## src/rtl/vs_pkg.sv

```systemverilog
package vs_pkg;

    typedef enum logic {
        ST_HUNT = 1'b0,
        ST_WAIT = 1'b1
    } vs_state_e;

endpackage

```

## src/rtl/vs_clkgen.sv

```systemverilog
// Valley clock source: comparator edge detection merged with a
// free-running timeout that restarts on every clock it emits.
module vs_clkgen #(
    parameter int TMO_CYC = 20
) (
    input  logic clk,
    input  logic rst_n,
    input  logic zcd_below,
    output logic clk_evt,
    output logic vclk_o
);
    localparam int TW = $clog2(TMO_CYC + 1);
    localparam logic [TW-1:0] TMO_LAST = TW'(TMO_CYC - 1);

    logic          prev_q;
    logic [TW-1:0] tmo_q;
    logic          edge_hit;
    logic          tmo_hit;

    assign edge_hit = zcd_below & ~prev_q;
    assign tmo_hit  = (tmo_q == TMO_LAST);
    assign clk_evt  = edge_hit | tmo_hit;

    always_ff @(posedge clk or negedge rst_n) begin
        if (!rst_n) begin
            prev_q <= 1'b1;
            tmo_q  <= '0;
            vclk_o <= 1'b0;
        end else begin
            prev_q <= zcd_below;
            tmo_q  <= clk_evt ? '0 : tmo_q + 1'b1;
            vclk_o <= clk_evt;
        end
    end
endmodule

```

## src/rtl/vs_target.sv

```systemverilog
// Valley number selection: foldback request overrides the line default.
module vs_target #(
    parameter int FOLD_W = 3
) (
    input  logic              high_line,
    input  logic [FOLD_W-1:0] fold_req,
    output logic [FOLD_W-1:0] tgt
);
    localparam logic [FOLD_W-1:0] LOW_DEF  = FOLD_W'(1);
    localparam logic [FOLD_W-1:0] HIGH_DEF = FOLD_W'(2);

    always_comb begin
        if (fold_req != '0) begin
            tgt = fold_req;
        end else if (high_line) begin
            tgt = HIGH_DEF;
        end else begin
            tgt = LOW_DEF;
        end
    end
endmodule

```

## src/rtl/vs_fsm.sv

```systemverilog
// HUNT/WAIT sequencer that counts valley clocks and issues drive-start.
module vs_fsm
    import vs_pkg::*;
#(
    parameter int FOLD_W = 3
) (
    input  logic              clk,
    input  logic              rst_n,
    input  logic              clk_evt,
    input  logic [FOLD_W-1:0] tgt,
    input  logic              fault_inh,
    input  logic              demag_end,
    output logic              drv_o
);
    vs_state_e         st_q, st_d;
    logic [FOLD_W-1:0] cnt_q, cnt_d;
    logic [FOLD_W:0]   cnt_inc;
    logic              reach;
    logic              drv_d;

    assign cnt_inc = {1'b0, cnt_q} + 1'b1;
    assign reach   = (cnt_inc >= {1'b0, tgt});

    always_comb begin
        st_d  = st_q;
        cnt_d = cnt_q;
        drv_d = 1'b0;
        unique case (st_q)
            ST_HUNT: begin
                if (clk_evt) begin
                    if (reach) begin
                        cnt_d = '0;
                        if (!fault_inh) begin
                            drv_d = 1'b1;
                            st_d  = ST_WAIT;
                        end
                    end else begin
                        cnt_d = cnt_inc[FOLD_W-1:0];
                    end
                end
            end
            ST_WAIT: begin
                if (demag_end) begin
                    st_d  = ST_HUNT;
                    cnt_d = '0;
                end
            end
            default: begin
                st_d  = ST_HUNT;
                cnt_d = '0;
            end
        endcase
    end

    always_ff @(posedge clk or negedge rst_n) begin
        if (!rst_n) begin
            st_q  <= ST_HUNT;
            cnt_q <= '0;
        end else begin
            st_q  <= st_d;
            cnt_q <= cnt_d;
        end
    end

    always_ff @(posedge clk or negedge rst_n) begin
        if (!rst_n) begin
            drv_o <= 1'b0;
        end else begin
            drv_o <= drv_d;
        end
    end
endmodule

```

## src/rtl/valley_clk_sel.sv

```systemverilog
module valley_clk_sel #(
    parameter int TMO_CYC = 20,
    parameter int FOLD_W  = 3
) (
    input  logic              clk,
    input  logic              rst_n,
    input  logic              zcd_below,
    input  logic              high_line,
    input  logic [FOLD_W-1:0] fold_req,
    input  logic              fault_inh,
    input  logic              demag_end,
    output logic              vclk_o,
    output logic              drv_o
);
    logic              clk_evt;
    logic [FOLD_W-1:0] tgt;

    vs_clkgen #(.TMO_CYC(TMO_CYC)) u_clkgen (
        .clk       (clk),
        .rst_n     (rst_n),
        .zcd_below (zcd_below),
        .clk_evt   (clk_evt),
        .vclk_o    (vclk_o)
    );

    vs_target #(.FOLD_W(FOLD_W)) u_target (
        .high_line (high_line),
        .fold_req  (fold_req),
        .tgt       (tgt)
    );

    vs_fsm #(.FOLD_W(FOLD_W)) u_fsm (
        .clk       (clk),
        .rst_n     (rst_n),
        .clk_evt   (clk_evt),
        .tgt       (tgt),
        .fault_inh (fault_inh),
        .demag_end (demag_end),
        .drv_o     (drv_o)
    );
endmodule

```

## config.mk

```make
export PLATFORM = sky130hd
export DESIGN_NAME = valley_clk_sel
export DESIGN_NICKNAME = d
export VERILOG_FILES = /design/src/rtl/vs_pkg.sv /design/src/rtl/vs_clkgen.sv /design/src/rtl/vs_target.sv /design/src/rtl/vs_fsm.sv /design/src/rtl/valley_clk_sel.sv
export SDC_FILE = /design/constraint.sdc
export NUM_CORES = 1
export LEC_CHECK = 0
export BUFFER_PORTS_ARGS = -buffer_cell sky130_fd_sc_hd__buf_2
export CORE_AREA = 2 2 41 43
export CTS_BUF_LIST = sky130_fd_sc_hd__clkbuf_4
export DETAILED_ROUTE_END_ITERATION = 8
export DIE_AREA = 0 0 43 45
export GPL_TIMING_DRIVEN = 0
export SLEW_MARGIN = 15
export SYNTH_ARGS = -nofsm -noshare
export SYNTH_HDL_FRONTEND = slang
export SYNTH_SLANG_ARGS = --single-unit
export TNS_END_PERCENT = 30
```

## constraint.sdc

```tcl
create_clock -name clk -period 4.8 [get_ports clk]
set_input_delay 0.72 -clock clk [delete_from_list [all_inputs] [get_ports clk]]
set_output_delay 0.72 -clock clk [all_outputs]
set_load 0.01 [all_outputs]
```

==> Yosys cells after proc, flatten, opt, wreduce, memory -nomap -nowiden <==
Cells that the tools add are included.
{ "word_totals": {"regBits": 12, "latch_bits": 0, "mem_bits_rw": 0, "rom_bits": 0, "input_bits": 9, "mem_count": 0} }
{ "classes": {"add_sub_neg": 2, "multipliers": 0, "div": 0, "order_cmp": 1, "n_eq_ne": 3, "n_shift": 0, "muxes": 13, "bitwise_logic": 4, "n_reduce_logical": 2} }
{ "op_table": {"columns": ["operator", "count"], "rows": [
  ["3-bit two-way mux", 4],
  ["3-bit case mux with 2 select lines", 1],
  ["5-bit by 1-bit adder with 5-bit output (second input constant)", 1],
  ["5-bit == test (second input constant)", 1],
  ["1-bit two-way mux", 5],
  ["5-bit two-way mux", 1],
  ["3-bit by 1-bit adder with 4-bit output (second input constant)", 1],
  ["4-bit by 3-bit greater-or-equal comparator with 1-bit output", 1],
  ["2-bit inequality test (second input constant)", 2],
  ["3-bit nonzero test", 1],
  ["2-bit two-way mux", 1],
  ["1-bit NOT", 2],
  ["1-bit case mux with 2 select lines", 1],
  ["2-bit AND reduction", 1],
  ["1-bit AND", 1],
  ["1-bit OR", 1]
]} }

==> Depth between registers and ports, before layout <==
Gate-level depths: netlist of run 1.
{ "depth": {"ltp_word": 6, "ltp_mapped": 8, "mapped_depth_nobuf": 8} }

==> Hierarchy <==
From an unflattened synthesis of run 1, not the netlist that was laid out.
{ "unflattened": {"hier_cells": 56, "hier_area_um2": 618.1} }
{ "by_module_without_submodules": {"columns": ["mod", "n_inst", "cells_each", "area_per_inst_um2", "seq_area_each_um2"], "rows": [
  ["vs_fsm", 1, 29, 309.0, 125.1],
  ["vs_clkgen", 1, 22, 282.8, 176.4],
  ["vs_target", 1, 5, 26.3, 0.0]
]} }

==> Worst setup path before layout of run 1 <==
Ideal clock, no wire load.
{ "synth_timing": {"path_kind": "input to register", "startpoint": "input port fold_req[1]", "endpoint": "register u_fsm.st_q", "setup_ns": 0.121, "arrival_ns": 1.856, "t_required_ns": 4.679, "slack_ns": 2.823, "cell_stages": 7, "n_path_buf": 0, "path_cell_list": "nor3_1 -> or2_2 -> ha_1 -> nor3b_1 -> o21a_1 -> nor4_4 -> nand2b_1"} }
{ "synth_via": {"elab_chain_cells": 6} }
{ "synth_rtl": {"columns": ["item", "line_no", "rtl"], "rows": [
  ["from (decl)", "valley_clk_sel.sv:9", "input logic [FOLD_W-1:0] fold_req,"],
  ["3-bit nonzero test", "vs_target.sv:13", "if (fold_req != '0) begin"],
  ["3-bit two-way mux (*)", "vs_target.sv:13", null],
  ["4-bit by 3-bit greater-or-equal comparator with 1-bit output (*)", "vs_fsm.sv:22", "assign reach = (cnt_inc >= {1'b0, tgt});"],
  ["1-bit two-way mux (*)", "vs_fsm.sv:31", "if (reach) begin"],
  ["1-bit two-way mux (*)", "vs_fsm.sv:30", "if (clk_evt) begin"],
  ["1-bit case mux with 2 select lines (*)", "vs_fsm.sv:28", "unique case (st_q)"],
  ["via u_fsm.st_d", "vs_fsm.sv:15", "vs_state_e st_q, st_d;"],
  ["to (signal assigned)", "vs_fsm.sv:60", "st_q <= st_d;"],
  ["to (decl)", "vs_fsm.sv:15", null]
]} }
The timed path passes the listed nets; every way through them passes the cells marked *.
A chain may end at the register's enable or synchronous reset.

==> Worst setup path in the final report of run 1 <==
{ "layout_timing": {"startpoint": "register u_fsm.cnt_q[0]", "endpoint": "register u_fsm.cnt_q[0]"} }
{ "layout_via": {"elab_chain_cells": 5} }
{ "layout_rtl": {"columns": ["item", "line_no", "rtl"], "rows": [
  ["from (decl)", "vs_fsm.sv:16", "logic [FOLD_W-1:0] cnt_q, cnt_d;"],
  ["from (signal assigned)", "vs_fsm.sv:61", "cnt_q <= cnt_d;"],
  ["3-bit by 1-bit adder with 4-bit output (*)", "vs_fsm.sv:21", "assign cnt_inc = {1'b0, cnt_q} + 1'b1;"],
  ["4-bit by 3-bit greater-or-equal comparator with 1-bit output", "vs_fsm.sv:22", null],
  ["3-bit two-way mux (*)", "vs_fsm.sv:31", null],
  ["3-bit two-way mux (*)", "vs_fsm.sv:30", null],
  ["3-bit case mux with 2 select lines (*)", "vs_fsm.sv:28", null]
]} }
Every way passes the cells marked *; elsewhere a longest branch is shown, timed or not. The select of a mux whose other input is x is not followed.

==> results of run 1 <==
[sequential cells by signal, indices dropped and copies added, names as in the netlist]
register / cells
u_fsm.cnt_q: 3
u_fsm.drv_o: 1
u_clkgen.tmo_q: 5
u_clkgen.vclk_o: 1
u_clkgen.prev_q: 1
u_fsm.st_q: 1
[how the worst min path moves through the flow]
stage	start	to
after floorplan	rst_n	u_clkgen.tmo_q[0]$_DFF_PN0_
after global placement	u_clkgen.tmo_q[0]$_DFF_PN0_	u_clkgen.tmo_q[0]$_DFF_PN0_
after detailed placement	u_clkgen.tmo_q[0]$_DFF_PN0_	u_clkgen.tmo_q[0]$_DFF_PN0_
after CTS	rst_n	u_clkgen.tmo_q[0]$_DFF_PN0_
after global routing	rst_n	u_fsm.cnt_q[0]$_DFFE_PN0P_
final	rst_n	u_clkgen.tmo_q[0]$_DFF_PN0_
[critical path, delay by kind of cell (launching register included)]
family                   cells  cell delay (ns)
AO/OA/AOI/OAI                3             0.47
adder cells (fa/ha/maj)      2             0.49
flip-flops                   1             0.43
AND/OR/NAND/NOR              3             0.53
[Yosys cell counts (all sizes together) (2+ instances only)]
cell type	number	area (sq um)
nor2	6	30.0
nor2b	2	12.5
or2	2	12.5
xor2	2	17.5
ha	5	62.6
o21ai	3	15.0
inv	4	15.0
nand2	4	15.0
dfrtp	11	275
nand3	3	20.0
[routing by layer]
layer / part of all wire / up-vias / global-route usage
met2: 0.41 / 12 / 0.170
met4: 0.026 / 0 / 0.0909
li1: - / 228 / -
met5: 0 / - / 0
met3: 0.063 / 4 / 0.0240
met1: 0.50 / 194 / 0.164
[through the flow]
| step | utilization | std cells | power [W] | setup WS [ns] | hold WS (ns) |
|---|---|---|---|---|---|
| 2_1_floorplan | - | 57 | 0.000244 | 2.82 | 0.424 |
| 3_3_place_gp | 0.472 | 83 | 0.000271 | 2.58 | 0.450 |
| 3_5_place_dp | 0.472 | 83 | 0.000273 | 2.57 | 0.458 |
| 4_1_cts | 0.490 | 87 | 0.000338 | 2.77 | 0.313 |
| 5_1_grt | 0.490 | 87 | 0.000368 | 2.62 | 0.311 |
| 6_report | 0.490 | 87 | 0.000333 | 2.80 | 0.306 |
[cell families (layout without fill, tap and decap cells)]
kind of cell / after synthesis / count (layout) / share of synthesized area
buffers and inverters: 4 / 18 / 0.0240
flip-flops: 12 / 12 / 0.483
XOR/XNOR: 3 / 3 / 0.0421
AND/OR/NAND/NOR: 25 / 25 / 0.271
adder cells (fa/ha/maj): 5 / 5 / 0.100
AO/OA/AOI/OAI: 8 / 8 / 0.0802
[final cells by class]
| class | instances | area [sq um] |
|---|---|---|
| clock buffers | 3 | 22.5 |
| fillers | 157 | 751 |
| multi-input cells | 41 | 308 |
| flip-flops and latches | 12 | 302 |
| well taps | 16 | 20.0 |
| repair buffers | 10 | 50.0 |
| inverters | 4 | 15.0 |
| clock inverters | 1 | 3.75 |
[power groups by stage]
stage	registers, W	logic (W)	clock network, W
2_1_floorplan	0.000153	0.0000912	0
3_3_place_gp	0.000157	0.000114	0
3_5_place_dp	0.000159	0.000115	0
4_1_cts	0.000157	0.000115	0.0000655
5_1_grt	0.000162	0.000133	0.0000730
6_report	0.000157	0.000112	0.0000636
[cell usage in the layout (no fill, tap or decap), types with 2 or more instances in the layout]
| cell type | Yosys | final |
|---|---|---|
| buf_2 | 0 | 10 |
| clkbuf_4 | 0 | 3 |
| dfrtp_1 | 11 | 11 |
| ha_1 | 5 | 5 |
| inv_1 | 3 | 3 |
| nand2_1 | 4 | 4 |
| nand3_1 | 2 | 2 |
| nor2_1 | 5 | 5 |
| nor2b_1 | 2 | 2 |
| o21ai_0 | 3 | 3 |
| or2_2 | 2 | 2 |
| xor2_1 | 2 | 2 |
==> metrics.cfg, run 1 <==
[clocking]
h-tree-depth=1
cts_buffers=3
cts_resized=0
cts_buffer_depth=2
numClockSinks=12
insertion_delay_ns=0.27
cts.clk_slew.worst_paths_ns=0.07
tritoncts=done
ctsHoldBuffers=0
post-cts-setup-buffers=0
cts_root_buf=clkbuf_4

[grt]
grt_max_degree=13
grt_pass1_wl_um=1690
grt_pass1_vias=410
antenna_found_initial=0
overflow=0
grt_usage=0.121

[die]
die_x_um=43
start_util=0.424
num_rows=14
die_area_sq_um=1940
ioPinCount=11
core_sq_um=1470
die_h_um=45

[worst_hold_path]
hp-class=in2async

[timing]
hold_viol=0
worstMarginPinSlew_ns=0.386
max_freq_ghz=0.499
slew_headroom=0.740
rsz0062_at_grt=no
report.final.slew_viol_count=0
fin_crit_ns=2.00
timing.setup.tns_ns=0
clock_skew_ns=0.00208
fin_crit_sh=0.418
setup_viol=0

[setup_path]
r2r_slack_ns=2.80
crit_arrival_ns=2.19
critPathMaxStageDelay_ns=0.43
reg2reg_to=u_fsm.cnt_q[0]$_DFFE_PN0P_
path_cells=ha_1 > nor2b_1 > or2_2 > ha_1 > o21ai_0 > o21a_1 > nand3_2 > o21ai_0
crit_type=reg2reg
r2r_start=u_fsm.cnt_q[0]$_DFFE_PN0P_
reg2reg_depth=8
setup.worst_path.end=u_fsm.cnt_q[0]$_DFFE_PN0P_
worstPathMaxFanout=5
crit_path_start=u_fsm.cnt_q[0]$_DFFE_PN0P_
critPathCaptureType=register
cp_slowest_cell=dfrtp_1
crit_required_ns=4.99
critPathLaunchType=register

[pwr]
pwr-share-comb=0.338
pwr-share-clk=0.191
switchingPower_w=0.000118
ir_worst_vdd_mv=0.225
switching_share=0.354
p_per_area_nw_per_um2=462
p_int_w=0.000215
pwr-share-seq=0.471
power_leakage_nw=0.360

[drt]
vias=438
drt_pass1_iterations=2
wl_um=898
drt-initial-drc-count=2
via_per_inst=5.03
wl_per_cell_um=10.3
ant_nets=0
drc=0

[placed_design]
gp_congestion=0.727
hpwlAfterDp_um=717
placed_area_sq_um=694
port_buffers=10

[synth]
syn_area_sq_um=624
synth_edf_count=0
yosysSeqAreaShare=0.483
yosysWarnings=0
ys_ff_latch=12
ys.flop_type=dfrtp_1
synth_nets=71
postSynthCellCount=57
synth_cell_types=28
avgSynthCellArea_sq_um=11.0
async_flop_share=1.00

[layout]
area_growth_syn_to_layout_pct=15.4
drive_gt1_frac=0.310
antenna_cells=0
nets=86
post-route-cell-area_sq_um=721

[run]
maxCapViolCount=0

[outcome]
outcome=completed

Power figures use the tool's default switching activity.
==> run 2, diff against run 1 <==
clock period = 2.1 ns   (was 4.8 ns; I/O delays follow)
==> metrics.cfg, run 2 (synthesized netlist as in run 1, its figures left out) <==
[layout]
antenna_cells=0  ; unchanged
layout_common_cells=dfrtp_1, buf_2, nor2_1
drive_gt1_frac=0.413  ; +0.103
stdcell_count=91  ; +4.6%
largest_reg_flops=5  ; unchanged
layout_commonest_cell=dfrtp_1
regMostFlops=u_clkgen.tmo_q
nets=90  ; +4.7%
fin_util=0.537  ; +0.0476
post-route-cell-area_sq_um=791  ; +9.7%
area_growth_syn_to_layout_pct=26.7
largestRegisters=u_clkgen.tmo_q x5, u_fsm.cnt_q x3

[grt]
grt_usage=0.121  ; +0.000855
antenna_found_initial=0  ; unchanged
grt_max_degree=13  ; unchanged
grt_pass1_wl_um=1700  ; +0.83%
overflow=0  ; unchanged
grt_pass1_vias=411  ; +0.24%

[timing]
worstMarginPinSlew_ns=0.384  ; -0.00202 ns
setup_viol=0  ; unchanged
slew_headroom=0.742  ; +0.00136
report.final.slew_viol_count=0  ; unchanged
fin_crit_ns=1.98  ; -0.0294 ns
max_freq_ghz=0.506  ; +1.5%
clock_skew_ns=0.00310  ; +0.00102 ns
timing.setup.tns_ns=0  ; unchanged
hold_viol=0  ; unchanged
rsz0062_at_grt=no
fin_crit_sh=0.941  ; +0.523

[setup_path]
critPathCaptureType=register
r2r_start=u_fsm.cnt_q[0]$_DFFE_PN0P_
crit_path_start=u_fsm.cnt_q[0]$_DFFE_PN0P_
critPathLaunchType=register
reg2reg_depth=8  ; unchanged
crit_arrival_ns=2.19  ; about the same
setup.worst_path.end=u_fsm.st_q$_DFF_PN0_
reg2reg_to=u_fsm.st_q$_DFF_PN0_
crit_required_ns=2.31  ; -2.68 ns
crit_type=reg2reg
worstPathMaxFanout=4  ; -1
r2r_slack_ns=0.12  ; -2.67 ns

[clocking]
cts.clk_slew.worst_paths_ns=0.08  ; about the same
insertion_delay_ns=0.27  ; about the same
tritoncts=done
numClockSinks=12  ; unchanged
cts_root_buf=clkbuf_4
cts_buffer_depth=2  ; unchanged
h-tree-depth=1  ; unchanged
cts_buffers=3  ; unchanged

[drt]
drt_pass1_iterations=4  ; +2
vias=453  ; +3.4%
drt-initial-drc-count=2  ; unchanged
drc=0  ; unchanged
wl_per_cell_um=10.1  ; -2.1%
wl_um=920  ; +2.4%
via_per_inst=4.98  ; -1.1%
ant_nets=0  ; unchanged

[die]
num_rows=14  ; unchanged
die_h_um=45  ; unchanged
core_sq_um=1470  ; unchanged
ioPinCount=11  ; unchanged
start_util=0.424  ; unchanged
die_x_um=43  ; unchanged
die_area_sq_um=1940  ; unchanged

[placed_design]
hpwlAfterDp_um=717  ; unchanged
placed_area_sq_um=694  ; unchanged
place_inst=83  ; unchanged
port_buffers=10  ; unchanged
gp_congestion=0.727  ; unchanged

[worst_hold_path]
hp-class=in2reg

[pwr]
totalPowerFinal_w=0.000876  ; +160%
p_per_area_nw_per_um2=1110  ; +140%
ir_worst_vdd_mv=0.608  ; +170%
power_leakage_nw=0.378  ; +5.2%

[run]
maxCapViolCount=0  ; unchanged

[outcome]
outcome=completed

-- run 2: routing by layer --
| metal | GRT usage | vias to the layer above | share of wire |
|---|---|---|---|
| li1 | - | 234 | - |
| met5 | 0 | - | 0 |
| met4 | 0.0909 | 0 | 0.025 |
| met3 | 0.0240 | 4 | 0.062 |
| met1 | 0.167 | 203 | 0.50 |
| met2 | 0.170 | 12 | 0.41 |
-- run 2: metrics by stage --
stage	hold slack (ns)	worst slack, ns
2_1_floorplan	0.0194	0.227
3_3_place_gp	0.205	0.107
3_5_place_dp	0.205	0.0882
4_1_cts	0.138	0.0718
5_1_grt	0.128	0.0233
6_report	0.143	0.125
-- run 2: cell type report --
| type | count | area (sq um) |
|---|---|---|
| fillers | 149 | 681 |
| multi-input cells | 41 | 345 |
| flip-flops and latches | 12 | 302 |
| repair buffers | 14 | 82.6 |
| clock buffers | 3 | 22.5 |
| well taps | 16 | 20.0 |
| inverters | 4 | 15.0 |
| clock inverters | 1 | 3.75 |
-- run 2: what timing repair did --
item | in CTS | in global routing
hold endpoints to repair | 11 | 0
resized for setup | 0 | 9
buffers inserted | 0 | 3
endpoints found under the setup margin | 0 | 3
hold buffers | 1 | 0
-- run 2: power by group --
group          internal [W]  switching [W]
clock             0.0000688      0.0000769
sequential         0.000297      0.0000622
combinational      0.000213       0.000159
-- run 2: worst max-delay path, cell delays in order (launching register included) --
cell and delay (ns):
dfrtp_1 0.42, ha_2 0.19, nor2b_4 0.12, or2_4 0.23, ha_4 0.26, o21ai_2 0.04
o21a_2 0.24, nor4_4 0.26, nand2b_4 0.16
-- run 2: worst min-delay path by stage --
stage | endpoint | startpoint | depth (start not counted) | slack (ns)
floorplan | u_clkgen.tmo_q[0]$_DFF_PN0_ | rst_n | 0 | 0.02
global placement | u_fsm.drv_o$_DFF_PN0_ | rst_n | 1 | 0.20
finish | u_clkgen.prev_q$_DFF_PN1_ | zcd_below | 1 | 0.14
global route | u_clkgen.prev_q$_DFF_PN1_ | zcd_below | 1 | 0.13
CTS | u_clkgen.prev_q$_DFF_PN1_ | zcd_below | 1 | 0.14
detailed placement | u_fsm.cnt_q[0]$_DFFE_PN0P_ | rst_n | 1 | 0.20
